## config.mk

```make
export PLATFORM = sky130hd
export DESIGN_NAME = sbr_ram
export DESIGN_NICKNAME = d
export VERILOG_FILES = /design/src/rtl/sbr_pkg.sv /design/src/rtl/sbr_store.sv /design/src/rtl/sbr_fwd.sv /design/src/rtl/sbr_outreg.sv /design/src/rtl/sbr_ram.sv
export SDC_FILE = /design/constraint.sdc
export NUM_CORES = 1
export LEC_CHECK = 0
export ABC_AREA = 1
export ABC_CLOCK_PERIOD_IN_PS = 1300
export CORE_MARGIN = 10
export CORE_UTILIZATION = 54
export DETAILED_ROUTE_END_ITERATION = 8
export PLACE_DENSITY = 0.85
export REMOVE_ABC_BUFFERS = 1
export SYNTH_ARGS = -nofsm -noshare
export SYNTH_HDL_FRONTEND = slang
export SYNTH_SLANG_ARGS = --single-unit
```

## constraint.sdc

```tcl
create_clock -name clk -period 1.3 [get_ports clk]
set_input_delay 0.39 -clock clk [delete_from_list [all_inputs] [get_ports clk]]
set_output_delay 0.39 -clock clk [all_outputs]
set_load 0.05 [all_outputs]
```

## src/rtl/sbr_pkg.sv

```systemverilog
`timescale 1ns/1ps
// Package: shared mode types for the synchronous RAM with write bypass.
// Assumes: consumers import the enums for elaboration-time parameters only.
package sbr_pkg;

    // Read port form
    typedef enum logic {
        RD_COMB = 1'b0,
        RD_REG  = 1'b1
    } rd_mode_e;

    // Registered-mode read-during-write result
    typedef enum logic {
        RDW_OLD = 1'b0,
        RDW_NEW = 1'b1
    } rdw_e;

endpackage

```

## src/rtl/sbr_store.sv

```systemverilog
`timescale 1ns/1ps
// Module: sbr_store
// Storage array with one edge-triggered write port and one
// combinational read port.
// Assumes: single clock; contents are not reset; an address at or above
// DEPTH is dropped on write and reads back as zero.
module sbr_store #(
    parameter int DEPTH = 16,
    parameter int DW    = 8,
    parameter int AW    = 4
) (
    input  logic          clk,
    input  logic          we,
    input  logic [AW-1:0] waddr,
    input  logic [DW-1:0] wdata,
    input  logic [AW-1:0] raddr,
    output logic [DW-1:0] rword
);

    localparam logic [AW:0] LIMIT = (AW+1)'(DEPTH);

    logic [DW-1:0] mem_q [DEPTH];

    logic w_ok;
    logic r_ok;

    // Range checks on both addresses
    always_comb begin
        w_ok = ({1'b0, waddr} < LIMIT);
        r_ok = ({1'b0, raddr} < LIMIT);
    end

    // Commit a write on the rising edge only
    always_ff @(posedge clk) begin
        if (we && w_ok) begin
            mem_q[waddr] <= wdata;
        end
    end

    // Continuous array read
    always_comb begin
        rword = r_ok ? mem_q[raddr] : '0;
    end

endmodule

```

## src/rtl/sbr_fwd.sv

```systemverilog
`timescale 1ns/1ps
// Module: sbr_fwd
// Collision detection and selection between the array word and the
// write data.
// Assumes: FWD_NEW is fixed at elaboration; a collision needs the write
// strobe high and an exact full-width address match.
module sbr_fwd #(
    parameter int DW      = 8,
    parameter int AW      = 4,
    parameter bit FWD_NEW = 1'b0
) (
    input  logic          we,
    input  logic [AW-1:0] waddr,
    input  logic [DW-1:0] wdata,
    input  logic [AW-1:0] raddr,
    input  logic [DW-1:0] rword,
    output logic [DW-1:0] word
);

    logic hit;

    // Detect a same-address write in this cycle
    always_comb begin
        hit = we && (waddr == raddr);
    end

    generate
        if (FWD_NEW) begin : g_new
            // Steer fresh write data onto the read path on a hit
            always_comb begin
                word = hit ? wdata : rword;
            end
        end else begin : g_old
            logic unused_hit;
            logic [DW-1:0] unused_wdata;
            // Array word only; write data never reaches the read path
            always_comb begin
                unused_hit   = hit;
                unused_wdata = wdata;
                word         = rword;
            end
        end
    endgenerate

endmodule

```

## src/rtl/sbr_outreg.sv

```systemverilog
`timescale 1ns/1ps
// Module: sbr_outreg
// Read output register with load enable and synchronous active-low clear.
// Assumes: clear takes priority over load.
module sbr_outreg #(
    parameter int DW = 8
) (
    input  logic          clk,
    input  logic          rst_n,
    input  logic          en,
    input  logic [DW-1:0] d,
    output logic [DW-1:0] q
);

    // Clear, load or hold the read word
    always_ff @(posedge clk) begin
        if (!rst_n) begin
            q <= '0;
        end else if (en) begin
            q <= d;
        end
    end

endmodule

```

## src/rtl/sbr_ram.sv

```systemverilog
`timescale 1ns/1ps
// Module: sbr_ram (top)
// Single-clock RAM with a synchronous write port and a read port that is
// combinational or registered by RD_MODE. In combinational mode BYPASS
// forwards write data to a same-address read. In registered mode RDW
// picks the old or the new word on a same-edge collision.
// Assumes: one clock for both ports; the array has no reset.
module sbr_ram #(
    parameter int               DEPTH   = 16,
    parameter int               DW      = 8,
    parameter sbr_pkg::rd_mode_e RD_MODE = sbr_pkg::RD_REG,
    parameter sbr_pkg::rdw_e     RDW     = sbr_pkg::RDW_OLD,
    parameter bit               BYPASS  = 1'b1,
    localparam int              AW      = (DEPTH > 1) ? $clog2(DEPTH) : 1
) (
    input  logic          clk,
    input  logic          rst_n,
    input  logic          wr_en,
    input  logic [AW-1:0] wr_addr,
    input  logic [DW-1:0] wr_data,
    input  logic          rd_en,
    input  logic [AW-1:0] rd_addr,
    output logic [DW-1:0] rd_data
);

    localparam bit FWD_NEW = (RD_MODE == sbr_pkg::RD_COMB) ? BYPASS
                                                           : (RDW == sbr_pkg::RDW_NEW);

    logic [DW-1:0] arr_word;
    logic [DW-1:0] fwd_word;

    sbr_store #(
        .DEPTH (DEPTH),
        .DW    (DW),
        .AW    (AW)
    ) u_store (
        .clk   (clk),
        .we    (wr_en),
        .waddr (wr_addr),
        .wdata (wr_data),
        .raddr (rd_addr),
        .rword (arr_word)
    );

    sbr_fwd #(
        .DW      (DW),
        .AW      (AW),
        .FWD_NEW (FWD_NEW)
    ) u_fwd (
        .we    (wr_en),
        .waddr (wr_addr),
        .wdata (wr_data),
        .raddr (rd_addr),
        .rword (arr_word),
        .word  (fwd_word)
    );

    generate
        if (RD_MODE == sbr_pkg::RD_COMB) begin : g_comb
            logic unused_rst;
            // Gate the selected word with the read strobe
            always_comb begin
                unused_rst = rst_n;
                rd_data    = rd_en ? fwd_word : '0;
            end
        end else begin : g_reg
            sbr_outreg #(
                .DW (DW)
            ) u_outreg (
                .clk   (clk),
                .rst_n (rst_n),
                .en    (rd_en),
                .d     (fwd_word),
                .q     (rd_data)
            );
        end
    endgenerate

endmodule

```

==> results by group <==
Worst setup path
  – CP Buf/Inv Count: 1
  – R2R Path End: g_reg.u_outreg.q[5]$_SDFFE_PN0P_
  – Crit end category: output port
  – Worst-path maximum fanout: 2
  – Slowest library cell on the worst path: dfxtp_4
  – Critical Path RT: about 0.91 ns
  – Family with the most delay on the worst path: flip-flops
  – WP data arrival: 1.03 ns
  – CP Depth: 1
  – Startpoint Class: register
  – Max incr delay on CP: about 0.37 ns
  – Setup CP Type: register to output port
  – Critical path cell sequence: buf_12
  – R2R cell count: 8
  – Reg2reg start: u_store.mem_q[5][5]$_DFFE_PP_
  – Worst reg2reg setup slack: 0.19 ns

Finish
  – Design area: 0.006858 sq mm
  – Most common cell after layout, fill and taps aside: nand2_1
  – Fill cells: between 700 and 800
  – Post-Route Utilization: around two thirds
  – Diode count: 0
  – Share of layout cells above drive strength 1: between 10% and 20%
  – # nets final: between 500 and 600
  – Finished Layout Cells: 700
  – Area delta synth->final: 22.98%
  – Commonest cells after routing, fill and taps aside: nand2_1 (173), edfxtp_1 (128), nand3_1 (106), nor2_1 (32), buf_4 (29)

Floorplan
  – Die Ht: around 120 microns
  – Ports: 28
  – Die Wd: roughly 120 microns
  – Starting Density: 54.75%
  – Die ar.: approximately 0.015 sq mm
  – Area of the core: approximately 0.01 sq mm
  – # rows: 37

Job
  – Max Cap Viol: 0

GRT
  – GR peak layer: met2
  – Met2 Usage GRT: between 20% and 30%
  – GRT met1 Usage: about 22%
  – GR Overflow Total: 0
  – Largest net degree at the start of global routing: 57
  – Met3 usage: under 10%
  – First-pass GRT wire length: between 20 and 25 mm
  – Vias in the first global route: around 3.9k
  – Global Route Usage Sum: 17.95%
  – Initial antenna violation count: 0

Placement
  – Area after DPL: approximately 0.0063 sq mm
  – Port buffer count: 27
  – Pre-CTS WS: -0.5314 ns
  – Placer Congestion: 0.8661
  – Detailed Place HPWL: around 8 mm
  – Placed Cells incl. Taps: 667

Power
  – Peak VDD IR: about 0.0011 V
  – Flop pwr share: between 40% and 50%
  – Sw Share: between 20% and 30%
  – Int Pwr: a little under 0.008 W
  – Switch Pwr: about 0.0022 W
  – Leakage: about 2.7 nW
  – Pwr per Cell Area: roughly 1500 mW/mm^2
  – Power share of the clock group: about 43%
  – Comb power frac: around 8.4%

Clock network
  – Clock Sinks: 136
  – CTS tree: yes
  – Inserted Clock Buffers: 17
  – Worst-path clk slew: around 0.060 ns
  – CTS H-Tree Depth: 4
  – Worst-Skew Late Latency: ~0.53 ns
  – CTS root buffer: clkbuf_8
  – CTS Buffer Depth: 2

Hold path
  – Hold Path Class: register to register
  – Hold EP: g_reg.u_outreg.q[4]$_SDFFE_PN0P_
  – Cells on Worst Hold Path: 4
  – Hold Path Origin: g_reg.u_outreg.q[4]$_SDFFE_PN0P_

Synthesis
  – Synthesized instance count: ~500
  – Flop and latch count out of synthesis: 136
  – Post-synthesis sequential area ratio: slightly above 70%
  – Mean post-synth cell area: roughly 11 sq um
  – Post-synthesis simple-gate area fraction: a little under a quarter
  – Synth Area in Adders: 0%
  – Ys Warns: 0
  – Synth Area in XOR/XNOR: 0%
  – Main combinational cell family by area after synthesis: simple AND/OR/NAND/NOR gates
  – Post-synthesis compound-gate area fraction: 0%
  – Library cells used by synthesis: 11
  – Mux share of post-synthesis cell area: 0%
  – Post-Syn Area: about 0.0056 sq mm

STA
  – Final count of hold timing violations: 0
  – Setup-failing EPs final: 8
  – Unrepaired setup endpoints after global routing: yes
  – Crit share post-route: 109.2%
  – Least-Margin Pin Slew: between 0.3 and 0.4 ns
  – Final Skew: 0.009257 ns
  – Setup TNS Final: -0.8628 ns
  – Setup ws final: -0.1190 ns
  – Min cycle time layout: 1.419 ns
  – Fmax: approximately 700 MHz
  – Fin. max-slew vios: 0
  – Max_slew headroom: between 70 and 80%

Routing
  – Routed Antenna Nets: 0
  – Final wirelength: about 13 mm
  – # DRC: 0
  – Drt pass-1 iters: 5
  – First-iteration detailed-routing DRC count: 524
  – DR vias/cell: 5.607
  – Vias: ~4k
  – Wire length per cell: approximately 18 microns

Run status
  – Failing checks: negative setup slack
  – Status: finished, violations left
[metal layers]
| layer | up-vias | share of wire, % |
|---|---|---|
| li1 | 1806 | - |
| met1 | 1830 | 39 |
| met2 | 257 | 48 |
| met3 | 32 | 9.7 |
| met4 | 0 | 2.9 |
| met5 | - | 0 |
[synth_stat cells]
cell / instances / area, sq um
buf_2: 11 / 55.05
buf_4: 4 / 30.03
buf_6: 10 / 112.6
clkbuf_1: 1 / 3.750
dfxtp_1: 8 / 160.2
edfxtp_1: 128 / 3844
inv_1: 14 / 52.55
inv_2: 2 / 7.510
nand2_1: 174 / 653.1
nand3_1: 106 / 530.5
nor2_1: 34 / 127.6
[flip-flops by register name, summed over array words and instances, names as in the netlist]
name and count:
u_store.mem_q 128, g_reg.u_outreg.q 8
[what timing repair did]
action                     in CTS  in global routing
gates resized for setup        11                  5
setup endpoints to repair       8                 18
hold buffers                    0                  0
cloned                          0                  0
pin swaps                       0                  0
setup buffers                   0                  1
[power groups by stage]
stage	registers [W]	clock network, W	logic [W]
final	0.00494	0.00431	0.000852
after global routing	0.00495	0.00453	0.000923
after CTS	0.00494	0.00435	0.000842
after detailed placement	0.00503	0	0.000835
after global placement	0.00502	0	0.000816
after floorplan	0.00508	0	0.000285
[cell families (layout without fill, tap and decap cells)]
logic type	count (synthesis)	in the layout
buf+inv	42	114
flops	136	136
simple gates	314	314
[per-stage QoR]
step,total power [W],hold WS (ns)
finish,0.01011,0.5733
global route,0.01040,0.6085
CTS,0.01013,0.5749
detailed placement,0.005862,0.5827
global placement,0.005838,0.5815
floorplan,0.005361,0.4889
[how the worst max path moves through the flow]
stage / from / end / slack [ns]
finish: g_reg.u_outreg.q[1]$_SDFFE_PN0P_ / rd_data[1] / -0.12
CTS: g_reg.u_outreg.q[6]$_SDFFE_PN0P_ / rd_data[6] / -0.14
global placement: rd_addr[1] / g_reg.u_outreg.q[7]$_SDFFE_PN0P_ / -0.51
floorplan: rd_addr[0] / g_reg.u_outreg.q[7]$_SDFFE_PN0P_ / -0.13
detailed placement: rd_addr[1] / g_reg.u_outreg.q[0]$_SDFFE_PN0P_ / -0.53
global route: g_reg.u_outreg.q[1]$_SDFFE_PN0P_ / rd_data[1] / -0.15
[cell type report]
| cell class | count | area (sq um) | share of cell area, % |
|---|---|---|---|
| clock inverter | 12 | 108.9 | 1.587 |
| clock buffer | 20 | 425.4 | 6.203 |
| multi-input combinational | 314 | 1319 | 19.23 |
| timing repair buffer | 66 | 753.2 | 10.98 |
| sequential | 136 | 4021 | 58.64 |
| tap | 136 | 170.2 | 2.481 |
| inverter | 16 | 60.06 | 0.8758 |
(Power assumes the default switching activity.)
